## src/rtl/dseq_pkg.sv

```systemverilog
package dseq_pkg;
   localparam logic [2:0] OP_END  = 3'd0;
   localparam logic [2:0] OP_ACT  = 3'd1;
   localparam logic [2:0] OP_PRE  = 3'd2;
   localparam logic [2:0] OP_RD   = 3'd3;
   localparam logic [2:0] OP_WR   = 3'd4;
   localparam logic [2:0] OP_WAIT = 3'd5;
   localparam logic [2:0] CMD_NOP = 3'd0;

   typedef enum logic [1:0] {
      ST_IDLE = 2'd0,
      ST_RUN  = 2'd1,
      ST_HOLD = 2'd2
   } disp_state_e;
endpackage

```

## src/rtl/dseq_fifo.sv

```systemverilog
module dseq_fifo #(
   parameter int WIDTH = 8,
   parameter int DEPTH = 4,
   localparam int CW   = $clog2(DEPTH + 1)
) (
   input  logic             clk,
   input  logic             rst_n,
   input  logic             push,
   input  logic [WIDTH-1:0] din,
   input  logic             pop,
   output logic [WIDTH-1:0] dout,
   output logic             full,
   output logic             empty,
   output logic [CW-1:0]    count
);
   localparam int AW = $clog2(DEPTH);

   generate
      if (DEPTH < 2 || (1 << AW) != DEPTH) begin : g_bad_depth
         $error("dseq_fifo: DEPTH must be a power of two of at least 2");
      end
   endgenerate

   logic [WIDTH-1:0] mem [DEPTH];
   logic [AW-1:0]    wr_ptr, rd_ptr;
   logic             do_push, do_pop;

   assign full    = (count == CW'(DEPTH));
   assign empty   = (count == '0);
   assign do_push = push && !full;
   assign do_pop  = pop && !empty;
   assign dout    = mem[rd_ptr];

   always_ff @(posedge clk) begin
      if (do_push) mem[wr_ptr] <= din;
   end

   always_ff @(posedge clk) begin
      if (!rst_n) begin
         wr_ptr <= '0;
         rd_ptr <= '0;
         count  <= '0;
      end else begin
         if (do_push) wr_ptr <= wr_ptr + AW'(1);
         if (do_pop)  rd_ptr <= rd_ptr + AW'(1);
         case ({do_push, do_pop})
            2'b10:   count <= count + CW'(1);
            2'b01:   count <= count - CW'(1);
            default: count <= count;
         endcase
      end
   end
endmodule

```

## src/rtl/dseq_dispatch.sv

```systemverilog
module dseq_dispatch
   import dseq_pkg::*;
#(
   parameter int BANK_W  = 3,
   parameter int ADDR_W  = 16,
   parameter int DATA_W  = 32,
   parameter int WAIT_W  = 32,
   parameter int INSTR_W = 64
) (
   input  logic                      clk,
   input  logic                      rst_n,
   input  logic                      start,
   input  logic                      head_valid,
   input  logic [INSTR_W-1:0]        head,
   output logic                      pop,
   output logic                      end_taken,
   output logic                      rd_issue,
   output logic [BANK_W+ADDR_W-1:0]  rd_tag,
   output logic [2:0]                cmd_code,
   output logic [BANK_W-1:0]         cmd_bank,
   output logic [ADDR_W-1:0]         cmd_addr,
   output logic [DATA_W-1:0]         cmd_wdata,
   output logic                      seq_done
);
   localparam int OP_LSB   = INSTR_W - 3;
   localparam int BANK_LSB = OP_LSB - BANK_W;
   localparam int ADDR_LSB = BANK_LSB - ADDR_W;

   logic [2:0]        f_op;
   logic [BANK_W-1:0] f_bank;
   logic [ADDR_W-1:0] f_addr;
   logic [DATA_W-1:0] f_data;
   logic [WAIT_W-1:0] f_wait;
   logic              unused_head;

   assign f_op        = head[INSTR_W-1:OP_LSB];
   assign f_bank      = head[OP_LSB-1:BANK_LSB];
   assign f_addr      = head[BANK_LSB-1:ADDR_LSB];
   assign f_data      = head[DATA_W-1:0];
   assign f_wait      = head[WAIT_W-1:0];
   assign unused_head = ^head;
   assign rd_tag      = {f_bank, f_addr};

   disp_state_e       st, st_n;
   logic [WAIT_W-1:0] cnt, cnt_n;
   logic [2:0]        code_n;
   logic [BANK_W-1:0] bank_n;
   logic [ADDR_W-1:0] addr_n;
   logic [DATA_W-1:0] wdata_n;
   logic              done_n;

   always_comb begin
      st_n      = st;
      cnt_n     = cnt;
      pop       = 1'b0;
      end_taken = 1'b0;
      rd_issue  = 1'b0;
      code_n    = CMD_NOP;
      bank_n    = '0;
      addr_n    = '0;
      wdata_n   = '0;
      done_n    = 1'b0;
      unique case (st)
         ST_IDLE: if (start) st_n = ST_RUN;
         ST_RUN: begin
            if (head_valid) begin
               pop = 1'b1;
               case (f_op)
                  OP_ACT, OP_RD: begin
                     code_n   = f_op;
                     bank_n   = f_bank;
                     addr_n   = f_addr;
                     rd_issue = (f_op == OP_RD);
                  end
                  OP_WR: begin
                     code_n  = f_op;
                     bank_n  = f_bank;
                     addr_n  = f_addr;
                     wdata_n = f_data;
                  end
                  OP_PRE: begin
                     code_n = f_op;
                     bank_n = f_bank;
                  end
                  OP_WAIT: begin
                     if (f_wait > WAIT_W'(1)) begin
                        cnt_n = f_wait - WAIT_W'(1);
                        st_n  = ST_HOLD;
                     end
                  end
                  OP_END: begin
                     end_taken = 1'b1;
                     done_n    = 1'b1;
                     st_n      = ST_IDLE;
                  end
                  default: ;
               endcase
            end
         end
         ST_HOLD: begin
            cnt_n = cnt - WAIT_W'(1);
            if (cnt == WAIT_W'(1)) st_n = ST_RUN;
         end
         default: st_n = ST_IDLE;
      endcase
   end

   always_ff @(posedge clk) begin
      if (!rst_n) begin
         st        <= ST_IDLE;
         cnt       <= '0;
         cmd_code  <= CMD_NOP;
         cmd_bank  <= '0;
         cmd_addr  <= '0;
         cmd_wdata <= '0;
         seq_done  <= 1'b0;
      end else begin
         st        <= st_n;
         cnt       <= cnt_n;
         cmd_code  <= code_n;
         cmd_bank  <= bank_n;
         cmd_addr  <= addr_n;
         cmd_wdata <= wdata_n;
         seq_done  <= done_n;
      end
   end
endmodule

```

## src/rtl/dram_cmd_sequencer.sv

```systemverilog
module dram_cmd_sequencer
   import dseq_pkg::*;
#(
   parameter int BANK_W    = 3,
   parameter int ADDR_W    = 16,
   parameter int DATA_W    = 32,
   parameter int WAIT_W    = 32,
   parameter int INSTR_W   = 64,
   parameter int Q_DEPTH   = 16,
   parameter int TAG_DEPTH = 8,
   parameter bit RD_TAGS   = 1'b1
) (
   input  logic               clk,
   input  logic               rst_n,
   input  logic               in_valid,
   output logic               in_ready,
   input  logic [INSTR_W-1:0] in_instr,
   output logic [2:0]         cmd_code,
   output logic [BANK_W-1:0]  cmd_bank,
   output logic [ADDR_W-1:0]  cmd_addr,
   output logic [DATA_W-1:0]  cmd_wdata,
   output logic               seq_done,
   input  logic               phy_rd_valid,
   input  logic [DATA_W-1:0]  phy_rd_data,
   output logic               host_rd_valid,
   output logic [DATA_W-1:0]  host_rd_data,
   output logic [BANK_W-1:0]  host_rd_bank,
   output logic [ADDR_W-1:0]  host_rd_col
);
   localparam int QCW     = $clog2(Q_DEPTH + 1);
   localparam int TCW     = $clog2(TAG_DEPTH + 1);
   localparam int TAG_W   = BANK_W + ADDR_W;
   localparam int PAY_W   = (DATA_W > WAIT_W) ? DATA_W : WAIT_W;

   generate
      if (3 + BANK_W + ADDR_W + PAY_W > INSTR_W) begin : g_bad_layout
         $error("dram_cmd_sequencer: instruction fields overlap");
      end
   endgenerate

   logic [2:0]         in_op;
   logic               in_zero_wait, in_fire, q_push;
   logic               q_full, q_empty, q_pop;
   logic [QCW-1:0]     q_count;
   logic [INSTR_W-1:0] q_head;
   logic [QCW-1:0]     end_cnt;
   logic               end_in, end_taken;
   logic               rd_issue;
   logic [TAG_W-1:0]   rd_tag, tag_head;
   logic               tag_full, tag_empty;
   logic [TCW-1:0]     tag_count;

   assign in_op        = in_instr[INSTR_W-1 -: 3];
   assign in_zero_wait = (in_op == OP_WAIT) && (in_instr[WAIT_W-1:0] == '0);
   assign in_ready     = !q_full;
   assign in_fire      = in_valid && in_ready;
   assign q_push       = in_fire && !in_zero_wait;
   assign end_in       = q_push && (in_op == OP_END);

   dseq_fifo #(.WIDTH(INSTR_W), .DEPTH(Q_DEPTH)) u_iq (
      .clk(clk), .rst_n(rst_n), .push(q_push), .din(in_instr), .pop(q_pop),
      .dout(q_head), .full(q_full), .empty(q_empty), .count(q_count)
   );

   always_ff @(posedge clk) begin
      if (!rst_n) end_cnt <= '0;
      else begin
         case ({end_in, end_taken})
            2'b10:   end_cnt <= end_cnt + QCW'(1);
            2'b01:   end_cnt <= end_cnt - QCW'(1);
            default: end_cnt <= end_cnt;
         endcase
      end
   end

   dseq_dispatch #(
      .BANK_W(BANK_W), .ADDR_W(ADDR_W), .DATA_W(DATA_W),
      .WAIT_W(WAIT_W), .INSTR_W(INSTR_W)
   ) u_disp (
      .clk(clk), .rst_n(rst_n), .start(end_cnt != '0), .head_valid(!q_empty),
      .head(q_head), .pop(q_pop), .end_taken(end_taken), .rd_issue(rd_issue),
      .rd_tag(rd_tag), .cmd_code(cmd_code), .cmd_bank(cmd_bank),
      .cmd_addr(cmd_addr), .cmd_wdata(cmd_wdata), .seq_done(seq_done)
   );

   generate
      if (RD_TAGS) begin : g_tags
         dseq_fifo #(.WIDTH(TAG_W), .DEPTH(TAG_DEPTH)) u_tq (
            .clk(clk), .rst_n(rst_n), .push(rd_issue), .din(rd_tag),
            .pop(phy_rd_valid), .dout(tag_head), .full(tag_full),
            .empty(tag_empty), .count(tag_count)
         );
      end else begin : g_no_tags
         logic unused_tag;
         assign unused_tag = ^{rd_tag, rd_issue};
         assign tag_head   = '0;
         assign tag_full   = 1'b0;
         assign tag_empty  = 1'b0;
         assign tag_count  = '0;
      end
   endgenerate

   always_ff @(posedge clk) begin
      if (!rst_n) begin
         host_rd_valid <= 1'b0;
         host_rd_data  <= '0;
         host_rd_bank  <= '0;
         host_rd_col   <= '0;
      end else begin
         host_rd_valid <= phy_rd_valid;
         if (phy_rd_valid) begin
            host_rd_data <= phy_rd_data;
            host_rd_bank <= tag_head[TAG_W-1:ADDR_W];
            host_rd_col  <= tag_head[ADDR_W-1:0];
         end
      end
   end
endmodule


```

## config.mk

```make
export PLATFORM = sky130hd
export DESIGN_NAME = dram_cmd_sequencer
export DESIGN_NICKNAME = d
export VERILOG_FILES = /design/src/rtl/dseq_pkg.sv /design/src/rtl/dseq_fifo.sv /design/src/rtl/dseq_dispatch.sv /design/src/rtl/dram_cmd_sequencer.sv
export SDC_FILE = /design/constraint.sdc
export NUM_CORES = 1
export LEC_CHECK = 0
export BUFFER_PORTS_ARGS = -buffer_cell sky130_fd_sc_hd__buf_4
export CELL_PAD_IN_SITES_DETAIL_PLACEMENT = 1
export CELL_PAD_IN_SITES_GLOBAL_PLACEMENT = 1
export CORE_MARGIN = 2
export CORE_UTILIZATION = 40
export CTS_CLUSTER_DIAMETER = 80
export CTS_CLUSTER_SIZE = 28
export DETAILED_ROUTE_END_ITERATION = 8
export PLACE_DENSITY_LB_ADDON = 0.1
export SLEW_MARGIN = 20
export SYNTH_ARGS = -nofsm -noshare
export SYNTH_HDL_FRONTEND = slang
export SYNTH_SLANG_ARGS = --single-unit
```

## constraint.sdc

```tcl
create_clock -name clk -period 15 [get_ports clk]
set_input_delay 3.75 -clock clk [delete_from_list [all_inputs] [get_ports clk]]
set_output_delay 3.75 -clock clk [all_outputs]
set_load 0.01 [all_outputs]
```

==> results.toml, run 1 <==
[worst_setup_path]
start_kind = "input pin"
crit_type = "input pin to flop"
required_ps = 15630
end_kind = "flop"
crit_arrival_ps = 7650
path_max_fanout = 18
crit_start = "in_instr[62]"

[die]
start_util_pct = 40.3
dieWidth_um = 344
core_area_um2 = 115000
rows = 124
dieArea_um2 = 118000
boundaryPins = 208
die-height_um = 344

[clock_network]
ctsLongestPathBuffers = 3
clkTransAtPathRegs_ps = 90
cts_tree = "built"
cts_root_buf = "clkbuf_16"
clock-sinks = 1189
cts.repair.resized = 0
cts_setup_buffers = 0
clkLatencyLatePin_ps = 720
htreeDepth = 2
cts_inserted_buffers = 55
ctsHoldBuffers = 0

[routing]
wl_mm = 118
drtAntennaViolNets = 0
drc = 0
first_pass_iters = 5
vias = 23445
drt-initial-drc-count = 1850
viasPerCell = 5.59
wl_per_cell_um = 28.1

[logic_synthesis]
synth_flop_cell = "edfxtp_1"
syn_avg_cell_area_um2 = 18.8
synthDistinctLibCells = 74
yosys-top-cells-area = "edfxtp_1 (66%), mux4_2 (13%), dfxtp_1 (7.5%)"
synthesis.area_um2 = 46200
synth_edf_count = 1016
synth_most_common_cell = "edfxtp_1"
syn_nets = 2579
seq_area_frac_synth_pct = 73.5
ys_ff_latch = 1189
synth-async-reset-ratio_pct = 0
yosysWarnings = 0
synth.largest_area_cell = "edfxtp_1"
synth_top_area_share_pct = 66.1
synth_common_cells = "edfxtp_1 (1016), mux4_2 (265), dfxtp_1 (173), nor2_1 (166), mux2i_1 (89)"
synthCells = 2454

[sta]
worstMarginPinSlew_ps = 1060
setup_violations = 0
slew_headroom_pct = 29.5
slew_viol_final = 0
fin_crit_ps = 7030
period_share_pct = 46.9
finalHoldViolCount = 0
setup_tns_ps = 0
timing.hold.ws_ps = 489
skew_ps = 29.4
fmax_mhz = 142
rsz0062_at_grt = "no"

[global_route]
grt_pass1_vias = 24794
grt_max_degree = 103
overflow = 0
grt_pass1_wl_mm = 173
track_usage_pct = 20.0
antenna_found_initial = 7

[placement]
routabilityCongestion = 0.790
dp_hpwl_mm = 69.7
io_buffers = 197

[job]
drv_cap = 0

[power]
p_comb_share_pct = 5.1
total_leakage_power_nw = 16.2
p_clk_share_pct = 32.6
pwr-share-seq_pct = 62.3
internal_power_w = 0.00453
power_switching_share_pct = 22.5
p_switching_w = 0.00132
power.density_nw_per_um2 = 114
peakVddDrop_mv = 0.0947

[min_path]
hp-start = "u_disp.cnt[4]"
hold_path.class = "flop to flop"

[final_layout]
layout-drive-gt1-share_pct = 25.3
layout.nets = 2755
area_growth_pct = 11.2

[run_status]
outcome = "finished clean"
[worst max-delay path: stages]
cell	delay [ps]
buf_4	190
nor4_1	850
nand4_1	180
o311a_1	550
inv_1	240
or4_1	290
ha_1	350
ha_1	320
a21o_1	170
a21oi_1	190
xor2_1	100
or3_1	310
a21oi_1	150
[per-stage QoR]
stage / std cells / utilization [%] / total power [W] / cell area [um^2] / worst slack, ps
floorplan: 2454 / - / 0.00387 / 46200 / 6270
global placement: 4084 / 43.2 / 0.00401 / 49500 / 7320
detailed placement: 4084 / 43.2 / 0.00402 / 49500 / 7280
CTS: 4188 / 44.8 / 0.00592 / 51300 / 8070
global route: 4189 / 44.9 / 0.00603 / 51400 / 7850
finish: 4194 / 44.9 / 0.00585 / 51400 / 7970
[cell usage in the layout (no fill, tap or decap), types with 20 or more instances in the layout]
| cell | n |
|---|---|
| a211oi_1 | 22 |
| a21oi_1 | 54 |
| buf_4 | 246 |
| clkbuf_16 | 55 |
| dfxtp_1 | 167 |
| edfxtp_1 | 1016 |
| ha_1 | 22 |
| inv_1 | 27 |
| mux2i_1 | 89 |
| mux4_2 | 265 |
| nand2_1 | 77 |
| nand3_1 | 32 |
| nor2_1 | 149 |
| nor2b_1 | 36 |
| nor3_1 | 26 |
| o21ai_0 | 39 |
| xnor2_1 | 23 |
| xor2_1 | 20 |
[metal layers]
layer / GRT usage (%) / share of wire (%)
met3: 3.10 / 5.0
met2: 33.4 / 49
met5: 0 / 0.048
met4: 3.00 / 1.3
met1: 28.5 / 45
[cell type report]
class,instances,area [um^2]
multi-input cells,1105,11600
repair buffers,248,1890
flip-flops and latches,1189,34000
clock inverters,29,380
inverters,31,119
clock buffers,75,1500
diodes,5,12.5
well taps,1512,1890
fillers,10801,63100
[power groups by stage]
stage	logic (W)	registers [W]	clock network, W
after CTS	0.000306	0.00364	0.00197
after detailed placement	0.000306	0.00372	0
final	0.000301	0.00364	0.00191
after global routing	0.000328	0.00365	0.00206
after floorplan	0.000154	0.00372	0
after global placement	0.000295	0.00372	0
[final timing paths]
path | endpoint | slack, ps | depth (start not counted)
max | end_cnt[4] | 7970 | 13
min | u_disp.cnt[4] | 490 | 2
max reg2reg | u_disp.cnt[0] | 8610 | 12
min reg2reg | u_disp.cnt[4] | 490 | 2
[state kept, by name, summed over array words and instances, names as in the netlist, named ones only]
register and count:
g_tags.u_tq.wr_ptr 3, host_rd_bank 3, u_disp.cnt 32, u_disp.cmd_addr 16, u_disp.st 2, g_tags.u_tq.count 4, u_disp.seq_done 1, u_disp.cmd_code 3
end_cnt 5, u_iq.count 5, u_iq.wr_ptr 4, host_rd_data 32, g_tags.u_tq.rd_ptr 3, u_disp.cmd_bank 3, u_disp.cmd_wdata 32, u_iq.mem 864
host_rd_col 16, u_iq.rd_ptr 4, g_tags.u_tq.mem 152, host_rd_valid 1
[cells by family after synthesis]
family	Yosys count	share of synthesized area [%]
flip-flops	1189	73.5
AND/OR/NAND/NOR	443	4.67
multiplexers	358	14.9
AO/OA/AOI/OAI	236	3.61
buffers and inverters	160	1.68
XOR/XNOR	43	0.815
adder cells (fa/ha/maj)	25	0.726
Power figures use the tool's default switching activity.
==> run 2: changes to the inputs <==
==> constraint.sdc (replaced) <==
create_clock -name clk -period 7.01 [get_ports clk]
set_input_delay 1.7525 -clock clk [delete_from_list [all_inputs] [get_ports clk]]
set_output_delay 1.7525 -clock clk [all_outputs]
set_load 0.01 [all_outputs]
==> results.toml, run 2 (same netlist as run 1, synthesis figures left out) <==
[clock_network]
ctsHoldBuffers = 0
ctsLongestPathBuffers = 3
cts_root_buf = "clkbuf_16"
cts.repair.resized = 0
cts_inserted_buffers = 55
clock-sinks = 1189
clkLatencyLatePin_ps = 690
cts_tree = "built"
cts_setup_buffers = 0
htreeDepth = 2
clkTransAtPathRegs_ps = 100

[power]
power_switching_share_pct = 22.2
peakVddDrop_mv = 0.185
p_clk_share_pct = 32.3
p_comb_share_pct = 5.2
power.density_nw_per_um2 = 242
internal_power_w = 0.00970
pwr-share-seq_pct = 62.5
total_leakage_power_nw = 16.3
p_switching_w = 0.00276

[worst_setup_path]
end_kind = "flop"
start_kind = "input pin"
crit_type = "input pin to flop"
required_ps = 7630
path_max_fanout = 18
crit_start = "in_instr[62]"
crit_arrival_ps = 5600

[final_layout]
final_common_cell = "edfxtp_1"
final_cell_mix = "edfxtp_1 (1016), mux4_2 (265), buf_4 (259)"
reg_top3 = "u_iq.mem x864, g_tags.u_tq.mem x152"
largest_reg_flops = 864
top_register = "u_iq.mem"
layout.nets = 2771
final_area_um2 = 51500
layout-drive-gt1-share_pct = 25.5
area_growth_pct = 11.5

[routing]
wl_per_cell_um = 28.1
drt-initial-drc-count = 1699
viasPerCell = 5.60
vias = 23515
wl_mm = 118
first_pass_iters = 5
drc = 0
drtAntennaViolNets = 0

[global_route]
grt_max_degree = 102
grt_pass1_vias = 24688
antenna_found_initial = 7
grt_pass1_wl_mm = 171
overflow = 0
track_usage_pct = 19.9

[sta]
setup_violations = 0
fin_crit_ps = 4980
slew_headroom_pct = 32.1
rsz0062_at_grt = "no"
finalHoldViolCount = 0
skew_ps = 21.0
fmax_mhz = 201
worstMarginPinSlew_ps = 1020
setup_tns_ps = 0
period_share_pct = 71.1
slew_viol_final = 0

[die]
boundaryPins = 208
die-height_um = 344
dieArea_um2 = 118000
start_util_pct = 40.3
dieWidth_um = 344
rows = 124
core_area_um2 = 115000

[placement]
dp_hpwl_mm = 71.2
placed_cell_area_um2 = 49600
io_buffers = 197
routabilityCongestion = 0.782

[run_status]
outcome = "finished clean"

[min_path]
hold_path.class = "flop to flop"
hp-start = "u_disp.cnt[4]"

[job]
drv_cap = 0
## run 2: cell count changes in the layout (fill, tap and decap cells not counted), moves of 2 or more
cell / previous run / this run
buf_4: 246 / 259
clkbuf_8: 5 / 0
clkinv_2: 5 / 2
inv_12: 3 / 0
buf_16: 0 / 2
clkbuf_1: 15 / 13
clkbuf_16: 55 / 57
diode_2: 5 / 3
## run 2: per-stage QoR
step                      utilization [%]  instances  hold slack, ps  power, W  setup slack, ps
after detailed placement             43.3       4100             464   0.00861             1360
after floorplan                         -       2454             446   0.00829              281
after CTS                            44.9       4195             482    0.0126             1910
final                                45.0       4199             481    0.0125             2030
after global placement               43.3       4099             463   0.00858             1420
after global routing                 45.0       4196             493    0.0128             1700
## run 2: power groups by stage
stage	Clock, W	Combinational [W]	Sequential, W
finish	0.00403	0.000646	0.00779
global route	0.00434	0.000700	0.00780
CTS	0.00416	0.000655	0.00779
detailed placement	0	0.000653	0.00795
global placement	0	0.000632	0.00795
floorplan	0	0.000329	0.00796
## run 2: critical path, cell delays in order
cell and delay [ps]:
buf_4 190, nor4_1 760, nand4_1 170, o311a_1 550, inv_1 260, or4_1 310
ha_1 350, ha_1 320, a21o_1 170, a21oi_1 180, xor2_1 110, or3_1 320
a21oi_1 150
## run 2: final cells by class
class | instances | area, um^2
multi-input cells | 1105 | 11600
inverters | 31 | 119
fillers | 10754 | 63000
repair buffers | 264 | 2060
diodes | 3 | 7.51
clock buffers | 70 | 1480
clock inverters | 25 | 359
well taps | 1512 | 1890
flip-flops and latches | 1189 | 34000
## run 2: layer usage
metal	track usage [%]	routed length, um	vias up
li1	-	-	10215
met1	28.4	53500	12771
met2	33.5	58500	425
met3	2.33	4570	96
met4	3.62	1580	8
met5	0	61	-
## run 2: final timing paths
| kind | to | depth (start not counted) | slack [ps] |
|---|---|---|---|
| setup / recovery | end_cnt[4] | 13 | 2030 |
| hold / removal | u_disp.cnt[4] | 2 | 480 |
| setup reg to reg | end_cnt[4] | 12 | 2050 |
| hold reg to reg | u_disp.cnt[4] | 2 | 480 |
